===== src/rtl/mhf_pkg.sv =====
package mhf_pkg;

    localparam int BYTE_W     = 8;
    localparam int ADDR_BYTES = 6;
    localparam int ADDR_W     = ADDR_BYTES * BYTE_W;
    localparam int CRC_W      = 32;
    localparam int IDX_W      = 6;
    localparam int SEL_W      = 2;
    localparam int BIT_W      = IDX_W - SEL_W;
    localparam int TBL_REGS   = 1 << SEL_W;
    localparam int REG_W      = 1 << BIT_W;
    localparam int TBL_W      = TBL_REGS * REG_W;
    localparam int BCNT_W     = $clog2(ADDR_BYTES + 1);

    localparam logic [CRC_W-1:0] CRC_POLY = 32'hEDB88320;
    localparam logic [CRC_W-1:0] CRC_INIT = '1;

    typedef logic [IDX_W-1:0] hidx_t;

    typedef enum logic [1:0] {
        BLD_IDLE,
        BLD_QUIESCE,
        BLD_COLLECT,
        BLD_COMMIT
    } bld_state_e;

    typedef enum logic [1:0] {
        TBL_KEEP,
        TBL_LOAD,
        TBL_FILL
    } tbl_op_e;

    typedef struct packed {
        tbl_op_e          op;
        logic             promisc;
        logic [TBL_W-1:0] image;
    } tbl_cmd_t;

    // Advance a reflected CRC by one byte, least significant bit first.
    function automatic logic [CRC_W-1:0] crc_step_byte(
        input logic [CRC_W-1:0]  crc_in,
        input logic [BYTE_W-1:0] data
    );
        logic [CRC_W-1:0] c;
        logic             fb;
        c = crc_in;
        for (int i = 0; i < BYTE_W; i++) begin
            fb = c[0] ^ data[i];
            c  = c >> 1;
            if (fb) c = c ^ CRC_POLY;
        end
        return c;
    endfunction

    // Hash index taken from the top bits of the CRC.
    function automatic hidx_t hidx_of(input logic [CRC_W-1:0] crc);
        return crc[CRC_W-1 -: IDX_W];
    endfunction

endpackage


===== src/rtl/mhf_hash_table.sv =====
module mhf_hash_table
    import mhf_pkg::*;
(
    input  logic             clk,
    input  logic             rst,
    input  logic             cmd_valid,
    input  tbl_cmd_t         cmd,
    input  hidx_t            lk_idx,
    output logic             lk_hit,
    output logic             promisc_on,
    output logic [TBL_W-1:0] tbl_flat
);

    logic promisc_q;

    // One 16-bit register per select value.
    for (genvar k = 0; k < TBL_REGS; k++) begin : g_reg
        logic [REG_W-1:0] word_q;

        always_ff @(posedge clk) begin
            if (rst) begin
                word_q <= '0;
            end else if (cmd_valid) begin
                unique case (cmd.op)
                    TBL_FILL: word_q <= '1;
                    TBL_LOAD: word_q <= cmd.image[k*REG_W +: REG_W];
                    default:  word_q <= word_q;
                endcase
            end
        end

        assign tbl_flat[k*REG_W +: REG_W] = word_q;
    end

    always_ff @(posedge clk) begin
        if (rst) begin
            promisc_q <= 1'b0;
        end else if (cmd_valid) begin
            promisc_q <= cmd.promisc;
        end
    end

    assign promisc_on = promisc_q;
    assign lk_hit     = tbl_flat[lk_idx];

endmodule


===== src/rtl/mhf_rx_hasher.sv =====
module mhf_rx_hasher
    import mhf_pkg::*;
(
    input  logic              clk,
    input  logic              rst,
    input  logic              rx_active,
    input  logic              rx_valid,
    input  logic              rx_first,
    input  logic [BYTE_W-1:0] rx_byte,
    input  logic              promisc,
    input  logic              lk_hit,
    output hidx_t             lk_idx,
    output logic              rx_idle,
    output logic              dec_valid,
    output logic              dec_accept
);

    localparam logic [BCNT_W-1:0] LAST_CNT = BCNT_W'(ADDR_BYTES - 1);

    logic [BCNT_W-1:0] cnt_q;
    logic [CRC_W-1:0]  crc_q;
    logic [CRC_W-1:0]  crc_n;
    logic              mcast_q;
    logic              bcast_q;
    logic              dec_valid_q;
    logic              dec_accept_q;

    logic take_first;
    logic take_next;
    logic last_byte;
    logic byte_ones;
    logic verdict;

    always_comb begin
        take_first = rx_valid & rx_first & rx_active;
        take_next  = rx_valid & ~rx_first & (cnt_q != '0);
        last_byte  = take_next & (cnt_q == LAST_CNT);
        byte_ones  = &rx_byte;
        crc_n      = crc_step_byte(take_first ? CRC_INIT : crc_q, rx_byte);
        lk_idx     = hidx_of(crc_n);
        verdict    = promisc | (bcast_q & byte_ones) | (mcast_q & lk_hit);
    end

    always_ff @(posedge clk) begin
        if (rst) begin
            cnt_q        <= '0;
            crc_q        <= CRC_INIT;
            mcast_q      <= 1'b0;
            bcast_q      <= 1'b0;
            dec_valid_q  <= 1'b0;
            dec_accept_q <= 1'b0;
        end else begin
            dec_valid_q  <= last_byte;
            dec_accept_q <= last_byte & verdict;
            if (take_first) begin
                cnt_q   <= BCNT_W'(1);
                crc_q   <= crc_n;
                mcast_q <= rx_byte[0];
                bcast_q <= byte_ones;
            end else if (rx_valid & rx_first) begin
                // New frame while the filter is off: drop any partial address.
                cnt_q <= '0;
            end else if (last_byte) begin
                cnt_q <= '0;
            end else if (take_next) begin
                cnt_q   <= cnt_q + BCNT_W'(1);
                crc_q   <= crc_n;
                bcast_q <= bcast_q & byte_ones;
            end
        end
    end

    assign rx_idle    = (cnt_q == '0);
    assign dec_valid  = dec_valid_q;
    assign dec_accept = dec_accept_q;

endmodule


===== src/rtl/mhf_table_builder.sv =====
module mhf_table_builder
    import mhf_pkg::*;
#(
    parameter int CNT_W     = 8,
    parameter int OVF_LIMIT = 64
) (
    input  logic              clk,
    input  logic              rst,
    input  logic              upd_start,
    input  logic              upd_allmulti,
    input  logic              upd_promisc,
    input  logic [CNT_W-1:0]  upd_count,
    input  logic              upd_addr_valid,
    input  logic [ADDR_W-1:0] upd_addr,
    input  logic              rx_idle,
    output logic              upd_addr_ready,
    output logic              upd_busy,
    output logic              rx_hold,
    output logic              cmd_valid,
    output tbl_cmd_t          cmd
);

    localparam logic [BCNT_W-1:0] LAST_BI = BCNT_W'(ADDR_BYTES - 1);
    localparam logic [CNT_W-1:0]  LIMIT   = CNT_W'(OVF_LIMIT);

    typedef struct packed {
        logic             allmulti;
        logic             promisc;
        logic [CNT_W-1:0] count;
    } upd_req_t;

    bld_state_e        state_q;
    upd_req_t          req_q;
    logic [CNT_W-1:0]  left_q;
    logic [ADDR_W-1:0] addr_q;
    logic [CRC_W-1:0]  crc_q;
    logic [BCNT_W-1:0] bi_q;
    logic              hashing_q;
    logic [TBL_W-1:0]  shadow_q;

    logic [CRC_W-1:0]  crc_n;
    logic [BYTE_W-1:0] byte_in;
    hidx_t             idx_n;
    logic              take_addr;
    logic              overflow;

    always_comb begin
        byte_in   = hashing_q ? addr_q[{bi_q, 3'b000} +: BYTE_W] : upd_addr[BYTE_W-1:0];
        crc_n     = crc_step_byte(hashing_q ? crc_q : CRC_INIT, byte_in);
        idx_n     = hidx_of(crc_n);
        take_addr = (state_q == BLD_COLLECT) & ~hashing_q & upd_addr_valid;
        overflow  = (req_q.count > LIMIT);
    end

    always_ff @(posedge clk) begin
        if (rst) begin
            state_q   <= BLD_IDLE;
            req_q     <= '0;
            left_q    <= '0;
            addr_q    <= '0;
            crc_q     <= CRC_INIT;
            bi_q      <= '0;
            hashing_q <= 1'b0;
            shadow_q  <= '0;
        end else begin
            unique case (state_q)
                BLD_IDLE: begin
                    if (upd_start) begin
                        req_q    <= '{allmulti: upd_allmulti, promisc: upd_promisc, count: upd_count};
                        left_q   <= upd_count;
                        shadow_q <= '0;
                        state_q  <= BLD_QUIESCE;
                    end
                end
                BLD_QUIESCE: begin
                    if (rx_idle) begin
                        state_q <= (left_q == '0) ? BLD_COMMIT : BLD_COLLECT;
                    end
                end
                BLD_COLLECT: begin
                    if (take_addr) begin
                        addr_q    <= upd_addr;
                        crc_q     <= crc_n;
                        bi_q      <= BCNT_W'(1);
                        hashing_q <= 1'b1;
                    end else if (hashing_q) begin
                        crc_q <= crc_n;
                        if (bi_q == LAST_BI) begin
                            hashing_q <= 1'b0;
                            if (addr_q[0]) shadow_q[idx_n] <= 1'b1;
                            left_q <= left_q - CNT_W'(1);
                            if (left_q == CNT_W'(1)) state_q <= BLD_COMMIT;
                        end else begin
                            bi_q <= bi_q + BCNT_W'(1);
                        end
                    end
                end
                BLD_COMMIT: begin
                    state_q <= BLD_IDLE;
                end
                default: state_q <= BLD_IDLE;
            endcase
        end
    end

    always_comb begin
        cmd_valid   = (state_q == BLD_COMMIT);
        cmd.image   = shadow_q;
        if (req_q.allmulti | overflow) begin
            cmd.op      = TBL_FILL;
            cmd.promisc = 1'b0;
        end else if (req_q.promisc) begin
            cmd.op      = TBL_KEEP;
            cmd.promisc = 1'b1;
        end else begin
            cmd.op      = TBL_LOAD;
            cmd.promisc = 1'b0;
        end
    end

    assign upd_addr_ready = (state_q == BLD_COLLECT) & ~hashing_q;
    assign upd_busy       = (state_q != BLD_IDLE);
    assign rx_hold        = (state_q != BLD_IDLE);

endmodule


===== src/rtl/mhf_filter.sv =====
module mhf_filter
    import mhf_pkg::*;
#(
    parameter int CNT_W     = 8,
    parameter int OVF_LIMIT = 64
) (
    input  logic              clk,
    input  logic              rst,
    input  logic              host_rx_enable,
    input  logic              rx_valid,
    input  logic              rx_first,
    input  logic [BYTE_W-1:0] rx_byte,
    input  logic              upd_start,
    input  logic              upd_allmulti,
    input  logic              upd_promisc,
    input  logic [CNT_W-1:0]  upd_count,
    input  logic              upd_addr_valid,
    input  logic [ADDR_W-1:0] upd_addr,
    output logic              upd_addr_ready,
    output logic              upd_busy,
    output logic              rx_active,
    output logic              dec_valid,
    output logic              dec_accept,
    output logic              promisc_on,
    output logic [TBL_W-1:0]  hash_tbl
);

    logic     rx_hold_w;
    logic     rx_idle_w;
    logic     lk_hit_w;
    hidx_t    lk_idx_w;
    logic     cmd_valid_w;
    tbl_cmd_t cmd_w;

    assign rx_active = host_rx_enable & ~rx_hold_w;

    mhf_rx_hasher u_rx (
        .clk        (clk),
        .rst        (rst),
        .rx_active  (rx_active),
        .rx_valid   (rx_valid),
        .rx_first   (rx_first),
        .rx_byte    (rx_byte),
        .promisc    (promisc_on),
        .lk_hit     (lk_hit_w),
        .lk_idx     (lk_idx_w),
        .rx_idle    (rx_idle_w),
        .dec_valid  (dec_valid),
        .dec_accept (dec_accept)
    );

    mhf_table_builder #(
        .CNT_W     (CNT_W),
        .OVF_LIMIT (OVF_LIMIT)
    ) u_bld (
        .clk            (clk),
        .rst            (rst),
        .upd_start      (upd_start),
        .upd_allmulti   (upd_allmulti),
        .upd_promisc    (upd_promisc),
        .upd_count      (upd_count),
        .upd_addr_valid (upd_addr_valid),
        .upd_addr       (upd_addr),
        .rx_idle        (rx_idle_w),
        .upd_addr_ready (upd_addr_ready),
        .upd_busy       (upd_busy),
        .rx_hold        (rx_hold_w),
        .cmd_valid      (cmd_valid_w),
        .cmd            (cmd_w)
    );

    mhf_hash_table u_tbl (
        .clk        (clk),
        .rst        (rst),
        .cmd_valid  (cmd_valid_w),
        .cmd        (cmd_w),
        .lk_idx     (lk_idx_w),
        .lk_hit     (lk_hit_w),
        .promisc_on (promisc_on),
        .tbl_flat   (hash_tbl)
    );

endmodule


===== config.mk =====
export PLATFORM = sky130hd
export DESIGN_NAME = mhf_filter
export DESIGN_NICKNAME = d
export VERILOG_FILES = /design/src/rtl/mhf_pkg.sv /design/src/rtl/mhf_hash_table.sv /design/src/rtl/mhf_rx_hasher.sv /design/src/rtl/mhf_table_builder.sv /design/src/rtl/mhf_filter.sv
export SDC_FILE = /design/constraint.sdc
export NUM_CORES = 1
export LEC_CHECK = 0
export BUFFER_PORTS_ARGS = -buffer_cell sky130_fd_sc_hd__buf_2
export CORE_MARGIN = 5
export CORE_UTILIZATION = 46
export CTS_BUF_LIST = sky130_fd_sc_hd__clkbuf_4 sky130_fd_sc_hd__clkbuf_8
export CTS_CLUSTER_DIAMETER = 100
export DETAILED_ROUTE_END_ITERATION = 6
export PLACE_DENSITY = 0.68
export SLEW_MARGIN = 30
export SYNTH_ARGS = -nofsm -noshare
export SYNTH_HDL_FRONTEND = slang
export SYNTH_SLANG_ARGS = --single-unit

===== constraint.sdc =====
create_clock -name clk -period 3.7 [get_ports clk]
set_input_delay 0.74 -clock clk [delete_from_list [all_inputs] [get_ports clk]]
set_output_delay 0.74 -clock clk [all_outputs]
set_load 0.005 [all_outputs]

==> results.cfg, run 1 <==
[route]
vias = 11100
routed_wirelength_mm = 35.7
drc = 0
drtIter0Drc = 901
drt_first_pass_iters = 5
postRouteAntennaNets = 0
routedWlPerCell_um = 17.5
viasPerCell = 5.43

[clock_tree]
insertion_delay_ns = 0.57
clk_pin_slew_ns = 0.06
cts_buffers = 46
clkSinkCount = 272
cts_tree = done
htreeDepth = 2
clockRootBuffer = clkbuf_8
ctsHoldBuffers = 0
clock_path_buffers = 3

[placement]
gp_congestion = 0.935
hpwl_mm = 24.5
dp_slack_ns = -0.0125
port_buffers = 142

[status]
outcome = completed

[power_and_ir_drop]
ir_drop_uv = 415
power_uw = 11300
powerDensity_nw_per_um2 = 741
swShare_pct = 38.5
switchingPower_uw = 4340
p_int_uw = 6920
clkPwrFrac_pct = 25.7
p_seq_share_pct = 32.5
power_frac_comb_pct = 41.8
p_leak_uw = 0.00614

[synth]
synth_seq_cells = 272
synth_mux_area_share_pct = 4.74
synth_area_um2 = 13000
synth_xor_xnor_area_share_pct = 12.1
synthDistinctLibCells = 68
synthSimpleGateAreaFrac_pct = 18.6
seq_area_frac_synth_pct = 41.9
ys_warn_count = 0
synth_edf_count = 0
synth_top_family_by_area = simple AND/OR/NAND/NOR gates
synthArstFlopShare_pct = 0
synth_flop_cell = dfxtp_1
synth_fa_ha_area_share_pct = 1.54
synth_cells = 1497
syn_avg_cell_area_um2 = 8.68
synth-compound-area-share_pct = 17.1
syn_nets = 1586

[floorplanning]
dieArea_um2 = 31700
dieWidth_um = 178
die-height_um = 178
core_um2 = 27900
num_rows = 61
initial_core_util_pct = 46.7
ioPinCount = 143

[critical_path]
required_ns = 4.15
crit_family = XOR/XNOR gates
cp.arrival_ns = 3.95
critPathMaxStageDelay_ns = 0.49
path_buf_inv = 2
worst-path-max-fanout = 28
cp_cell_sequence = inv_1 -> ha_2 -> a41oi_1 -> xnor2_2 -> xnor3_1 -> xnor3_1 -> buf_12 -> mux2i_1 -> nor2_1 -> or4_1 -> nor2_1 -> o21a_1 -> o31ai_1
r2r_cells = 13
cp_slowest_cell = or4_1
worstSetupEndpointType = register
cp-start-kind = register
path_class = reg -> reg
cp.depth = 13

[final_layout]
antenna_cells = 0
fillers = 2589
post-route-util_pct = 54.6
drive_gt1_share_pct = 20.1
final_cell_mix = dfxtp_1 (272), nor2_1 (255), nand2_1 (155)
layout_commonest_cell = dfxtp_1
area_delta_synth_final_pct = 17.0
finalNetCount = 1724

[sta]
rsz0062_at_grt = no
finalHoldViolCount = 0
post-route-min-period_ns = 3.50
worst_pin_slew_ns = 0.856
setup_slack_ns = 0.200
skew_ns = 0.0282
fmax_mhz = 286
finalSetupViolations = 0
slew_headroom_pct = 42.9
timing.hold.ws_ns = 0.404
fin_crit_sh_pct = 94.6
maxSlewViolCount = 0

[global_routing]
grt_pass1_wl_mm = 57.1
grt_antenna_before_repair = 0
grt.overflow.total = 0
first_global_vias = 10900
grt_max_degree = 76
gr-usage-all-layers_pct = 22.1

[hold_path]
hold_class = in -> reg
holdPathStages = 3

[job]
cap_violations = 0
[final cells by class]
cell class              instances  area [um2]  area share, %
clock inverters                17         208           1.37
inverters                      18        67.6          0.444
multi-input cells            1100        7080           46.6
clock buffers                  60         776           5.10
flip-flops and latches        272        5450           35.8
repair buffers                197        1150           7.59
well taps                     378         473           3.11
[stage by stage]
| stage | setup TNS [ns] | std cells | area [um2] |
|---|---|---|---|
| 2_1_floorplan | 0 | 1497 | 13000 |
| 3_3_place_gp | 0 | 1962 | 14200 |
| 3_5_place_dp | -0.0125 | 1962 | 14200 |
| 4_1_cts | 0 | 2039 | 15200 |
| 5_1_grt | 0 | 2042 | 15200 |
| 6_report | 0 | 2042 | 15200 |
[cells in the mapped netlist (all sizes together) (2+ instances only)]
cell    count  area [um2]
o21a        2        15.0
a211o      42         368
a31oi       4        25.0
and3        9        56.3
a21boi      2        15.0
a21o        8        61.3
a22o       64         561
a41oi       7        61.3
o21bai      2        15.0
xnor3       5         113
ha         16         200
inv        17        63.8
clkbuf     84         315
or4         2        15.0
and2        7        43.8
nand3       7        35.0
a211oi      8        60.1
o21ai      17        85.1
or2         6        37.5
xor2       28         309
dfxtp     272        5450
nor3       82         415
o221ai      3        26.3
a221o       2        20.0
nor2b       6        37.5
nor2      265        1050
mux2i      30         300
mux4        8         180
o22ai      17         106
a21oi     118         617
xnor2     121        1150
a22oi      11        87.6
o31ai       2        15.0
o211ai      2        15.0
nand4       2        12.5
mux2       12         135
nand3b      3        22.5
buf        23         148
nand2     155         582
nand2b     14        87.6
[worst min-delay path, cell delays in order]
cell,delay (ns)
buf_2,0.09
nand2_1,0.04
a21oi_1,0.05
[path summary, 6_finish.rpt]
check	slack, ns	to	from
hold reg to reg	0.45	u_bld.req_q[3]	u_bld.req_q[3]
setup / recovery	0.20	u_rx.dec_accept	u_bld.state_q[0]
setup reg to reg	0.20	u_rx.dec_accept	u_bld.state_q[0]
hold / removal	0.40	u_bld.addr_q[10]	upd_addr[10]
[power by group through the flow]
stage | logic, uW | registers (uW) | clock network, uW
3_5_place_dp | 4660 | 3710 | 0
6_report | 4710 | 3660 | 2900
2_1_floorplan | 3450 | 3600 | 0
3_3_place_gp | 4570 | 3710 | 0
4_1_cts | 4680 | 3650 | 2950
5_1_grt | 5130 | 3700 | 3100
[flip-flops by register name, summed over array words and instances, names as in the netlist]
register / cells
u_rx.crc_q: 32
u_bld.hashing_q: 1
u_bld.shadow_q: 64
u_bld.left_q: 8
u_rx.bcast_q: 1
u_bld.bi_q: 3
u_tbl.g.word_q: 64
u_bld.addr_q: 48
u_rx.mcast_q: 1
u_rx.dec_valid: 1
u_bld.req_q: 10
u_rx.cnt_q: 3
u_tbl.promisc_on: 1
u_bld.crc_q: 32
u_bld.state_q: 2
u_rx.dec_accept: 1
[routing by layer]
metal	track usage, %	routed length, um	vias up
li1	-	-	5426
met4	6.41	784	0
met3	3.79	2170	63
met5	0	0	-
met1	31.0	16500	5286
met2	35.1	16200	322
[kinds of logic after synthesis]
kind of cell,Yosys count
compound gates,319
xor+xnor,154
fa+ha+maj,16
buf+inv,125
flops,272
mux,50
simple gates,561
[repair_timing]
action / in CTS / in global routing
gates resized for setup: 0 / 4
setup buffers: 0 / 3
endpoints found under the setup margin: 0 / 3
No activity file was read; power rests on OpenSTA's default activity.
==> run 2: changes to the inputs <==
Settings changed: CORE_ASPECT_RATIO set to 1.75, CORE_UTILIZATION 46 to 55, PLACE_DENSITY 0.68 to 0.79.
==> run 2 against run 1 <==
Effect of this change:
- count of clock-buffer cells in the layout rose by 4
- critical path depth rose by 2
- largest power group unchanged
- register-to-register slack got worse by 0.03 ns
- hold slack improved by 0.0073 ns
- non-clock buffer count rose by 13
- combinational power rose by 3%
- sequential share of layout area rose by 0.23 points
- die area fell by 15%
- routed wire length fell by 2.3%
- clock power fell by 12%
==> results.cfg, run 2 (synthesized netlist as in run 1, its figures left out) <==
[status]
outcome = completed

[hold_path]
hold_class = in -> reg
whs_endpoint = u_bld.addr_q[34]
holdPathStages = 3
holdCritStartpoint = upd_addr[34]

[global_routing]
grt_pass1_wl_mm = 55.7
gr-usage-all-layers_pct = 25.2
first_global_vias = 11000
grt_antenna_before_repair = 2
grt_max_degree = 72
grt.overflow.total = 0

[critical_path]
cp-start-kind = register
required_ns = 4.20
worst-path-max-fanout = 25
worstSetupEndpointType = register
critPathMaxStageDelay_ns = 0.46
worst_path_most_repeated_cell = a211oi_1
r2r_cells = 15
reg2reg_setup_slack_ns = 0.17
crit-reg2reg-launch = u_bld.state_q[1]
cp.arrival_ns = 4.02
cp_slowest_cell = xnor3_2
path_class = reg -> reg
cp_cell_sequence = inv_1 -> ha_2 -> buf_4 -> a41oi_4 -> xnor2_2 -> xnor3_1 -> xnor3_2 -> buf_12 -> or2_1 -> o221ai_1 -> a211oi_1 -> a211oi_1 -> a211oi_1 -> buf_4 -> o31ai_1
r2r_end = u_rx.dec_accept

[sta]
maxSlewViolCount = 0
slew_headroom_pct = 46.3
fmax_mhz = 284
post-route-min-period_ns = 3.53
skew_ns = 0.0320
worst_pin_slew_ns = 0.802
finalSetupViolations = 0
fin_crit_sh_pct = 95.3
timing.hold.ws_ns = 0.411
finalHoldViolCount = 0

[final_layout]
drive_gt1_share_pct = 20.7
layout_commonest_cell = dfxtp_1
reg_top3 = u_bld.shadow_q: 64 flops, u_tbl.g.word_q: 64 flops, u_bld.addr_q: 48 flops
post-route-util_pct = 64.8
area_delta_synth_final_pct = 16.2
final_cell_mix = dfxtp_1 (271), nor2_1 (255), nand2_1 (155)
finalNetCount = 1730

[placement]
port_buffers = 142
gp_congestion = 0.939
hpwl_mm = 25.1

[route]
drtIter0Drc = 816
viasPerCell = 5.66
vias = 11200
routed_wirelength_mm = 34.8
routedWlPerCell_um = 17.6
postRouteAntennaNets = 0
drt_first_pass_iters = 6
drc = 0

[clock_tree]
cts_buffers = 39
clock_path_buffers = 3
insertion_delay_ns = 0.58
ctsHoldBuffers = 0
cts_tree = done
htreeDepth = 2
clkSinkCount = 272
clockRootBuffer = clkbuf_8
clk_pin_slew_ns = 0.07

[floorplanning]
dieWidth_um = 126
ioPinCount = 143
dieArea_um2 = 26900
die-height_um = 213
initial_core_util_pct = 55.7
num_rows = 74
core_um2 = 23300

[job]
cap_violations = 0

[power_and_ir_drop]
p_leak_uw = 0.00614
ir_drop_uv = 364
powerDensity_nw_per_um2 = 731
run 2: cell types whose count changed in the layout (fill, tap and decap cells not counted), sizes merged:
cell,before,now
diode,0,1
clkbuf,60,64
clkinv,12,4
inv,19,20
bufinv,4,0
buf,197,210
run 2: worst max path at each step:
| stage | start | to | slack (ns) |
|---|---|---|---|
| floorplan | rx_valid | u_rx.dec_accept | 0.14 |
| global placement | rx_first | u_rx.dec_accept | 0.04 |
| detailed placement | rx_valid | u_rx.dec_accept | -0.01 |
| CTS | u_bld.state_q[0] | u_rx.dec_accept | 0.07 |
| global route | u_bld.state_q[1] | u_rx.dec_accept | -0.0005 |
| finish | u_bld.state_q[1] | u_rx.dec_accept | 0.17 |
run 2: layer usage:
layer	vias up	routed length (um)	global-route usage (%)
met2	395	17600	45.6
li1	5425	-	-
met5	-	19	0
met1	5212	12900	27.3
met3	138	1980	4.34
met4	2	2380	15.8
run 2: critical path, delay by kind of cell, from the launching register on:
family / cells / cell delay, ns
buf+inv: 4 / 0.64
flops: 1 / 0.41
fa+ha+maj: 1 / 0.23
compound gates: 6 / 0.94
simple gates: 1 / 0.22
xor+xnor: 3 / 0.99
run 2: repair_timing:
| item | in CTS | in global routing |
|---|---|---|
| gates resized for setup | 0 | 11 |
| setup buffers | 0 | 5 |
| endpoints found under the setup margin | 0 | 1 |
run 2: area by class of cell:
type,instances,area (um2)
Timing Repair Buffer,210,1250
Tap cell,304,380
Clock inverter,6,43.8
Antenna cell,1,2.50
Fill cell,2026,8220
Sequential cell,272,5450
Inverter,18,67.6
Clock buffer,64,793
Multi-Input combinational cell,1100,7130
run 2: power by group:
group / leakage, uW / internal, uW / switching (uW)
sequential: 0.00220 / 3320 / 316
combinational: 0.00348 / 2020 / 2850
clock: 0.000451 / 1370 / 1170
run 2: per-stage QoR:
stage / instance area [um2] / total power (uW) / setup TNS, ns / setup slack (ns) / cells
5_1_grt: 15100 / 11700 / -0.000542 / -0.000542 / 1975
3_5_place_dp: 14200 / 8440 / -0.0112 / -0.0112 / 1899
6_report: 15100 / 11000 / 0 / 0.175 / 1975
2_1_floorplan: 13000 / 7040 / 0 / 0.140 / 1497
3_3_place_gp: 14200 / 8320 / 0 / 0.0443 / 1899
4_1_cts: 15000 / 11000 / 0 / 0.0668 / 1969
==> run 3: changes to the inputs <==
Settings changed: PLACE_DENSITY 0.79 to 0.86.
==> run 3 against run 2 <==
Effect of this change:
- worst setup slack improved by 0.053 ns
- sequential power is essentially flat
- register-to-register slack improved by 0.05 ns
- clock power down 2%
- critical path type unchanged
- combinational power decreased by 1%
- first-iteration DRC count is 5.4% lower
- sequential share of layout area up 0.36 points
- global-route usage is 0.082 points lower
- final cell count fell by 0.86%
- cell area is 1.0% lower
- via count increased by 1.6%
==> results.cfg, run 3 (synthesized netlist as in run 1, its figures left out) <==
[clock_tree]
cts_tree = done
clk_pin_slew_ns = 0.06
clock_path_buffers = 3
htreeDepth = 2
clkSinkCount = 272
clockRootBuffer = clkbuf_8
insertion_delay_ns = 0.56
cts_buffers = 39

[floorplanning]
dieWidth_um = 126
core_um2 = 23300
die-height_um = 213
dieArea_um2 = 26900
initial_core_util_pct = 55.7
ioPinCount = 143
num_rows = 74

[sta]
fin_crit_sh_pct = 93.9
finalSetupViolations = 0
rsz0062_at_grt = no
maxSlewViolCount = 0
tns_ns = 0
timing.hold.ws_ns = 0.422
post-route-min-period_ns = 3.47
skew_ns = 0.0189
fmax_mhz = 288
worst_pin_slew_ns = 1.09
finalHoldViolCount = 0
slew_headroom_pct = 26.6

[final_layout]
reg_top3 = u_bld.shadow_q: 64 flops, u_tbl.g.word_q: 64 flops, u_bld.addr_q: 48 flops
final_cell_mix = dfxtp_1 (272), nor2_1 (255), nand2_1 (155)
finalNetCount = 1719
design_area_um2 = 15000
area_delta_synth_final_pct = 15.1
layout_commonest_cell = dfxtp_1
fillers = 1911
drive_gt1_share_pct = 19.5
post-route-util_pct = 64.1

[hold_path]
hold_class = in -> reg
holdPathStages = 3

[critical_path]
worst-path-max-fanout = 20
worstSetupEndpointType = register
path_class = reg -> reg
r2r_cells = 11
cp.arrival_ns = 3.97
cp-start-kind = register
required_ns = 4.20

[power_and_ir_drop]
swShare_pct = 39.2
ir_drop_uv = 403
clkPwrFrac_pct = 22.6
p_seq_share_pct = 33.4
p_leak_uw = 0.00606
power_frac_comb_pct = 43.9
p_int_uw = 6650
powerDensity_nw_per_um2 = 731
switchingPower_uw = 4290

[job]
cap_violations = 0

[global_routing]
grt.overflow.total = 0
first_global_vias = 11200
gr-usage-all-layers_pct = 25.2
grt_antenna_before_repair = 2
grt_max_degree = 83
grt_pass1_wl_mm = 55.9

[placement]
hpwl_mm = 24.9
place_area_um2 = 14100
gp_congestion = 0.947
port_buffers = 142

[route]
drt_first_pass_iters = 5
drtIter0Drc = 772
postRouteAntennaNets = 0
vias = 11300
routedWlPerCell_um = 17.9
routed_wirelength_mm = 35.0
viasPerCell = 5.80
drc = 0

[status]
outcome = completed
==> run 3: cell count changes in the layout (fill, tap and decap cells not counted), sizes merged <==
cell / previous run / this run
buf: 210 / 199
bufinv: 0 / 2
clkbuf: 64 / 57
clkinvlp: 0 / 1
inv: 20 / 18
==> run 3: layout make-up <==
cell class	count	area [um2]	share of cell area, %
inverter	18	67.6	0.452
multi-input combinational	1100	7080	47.4
clock inverter	7	91.3	0.611
clock buffer	57	697	4.66
antenna	1	2.50	0.0167
timing repair buffer	199	1190	7.95
sequential	272	5450	36.4
tap	304	380	2.54
==> run 3: final timing paths <==
| kind | slack [ns] | from | end |
|---|---|---|---|
| max | 0.23 | u_bld.bi_q[0] | u_bld.shadow_q[33] |
| min reg2reg | 0.45 | u_bld.addr_q[27] | u_bld.addr_q[27] |
| min | 0.42 | upd_addr[38] | u_bld.addr_q[38] |
| max reg2reg | 0.23 | u_bld.bi_q[0] | u_bld.shadow_q[33] |
==> run 3: worst max-delay path, stage by stage (launching register included) <==
cell and delay [ns]:
dfxtp_1 0.36, buf_12 0.18, mux4_2 0.58, a22oi_1 0.26
xnor2_1 0.27, a21o_1 0.29, xor2_1 0.26, xnor2_1 0.25
xnor2_2 0.14, nand2b_1 0.27, nor2_4 0.36, a22o_1 0.18
==> run 3: power groups by stage <==
stage	logic (uW)	registers [uW]	clock network (uW)
final	4810	3660	2480
after global routing	5190	3700	2640
after CTS	4720	3650	2500
after detailed placement	4690	3710	0
after global placement	4550	3700	0
after floorplan	3450	3600	0
==> run 3: timing repair <==
item	in CTS	in global routing
hold buffers	0	0
setup endpoints to repair	0	5
setup buffers	0	4
resized for setup	0	5
==> run 3: metal layers <==
| layer | wire length, um | GRT usage (%) | up-vias |
|---|---|---|---|
| li1 | - | - | 5396 |
| met1 | 12600 | 26.9 | 5383 |
| met2 | 18100 | 46.0 | 440 |
| met3 | 2060 | 4.41 | 128 |
| met4 | 2100 | 15.1 | 2 |
| met5 | 15 | 0 | - |
==> run 3: stage by stage <==
| stage | worst slack [ns] | total power (uW) | std cells |
|---|---|---|---|
| after CTS | 0.117 | 10900 | 1952 |
| after global routing | 0.0213 | 11500 | 1958 |
| after detailed placement | -0.0327 | 8400 | 1888 |
| after global placement | 0.105 | 8250 | 1888 |
| final | 0.227 | 10900 | 1958 |
| after floorplan | 0.140 | 7040 | 1497 |
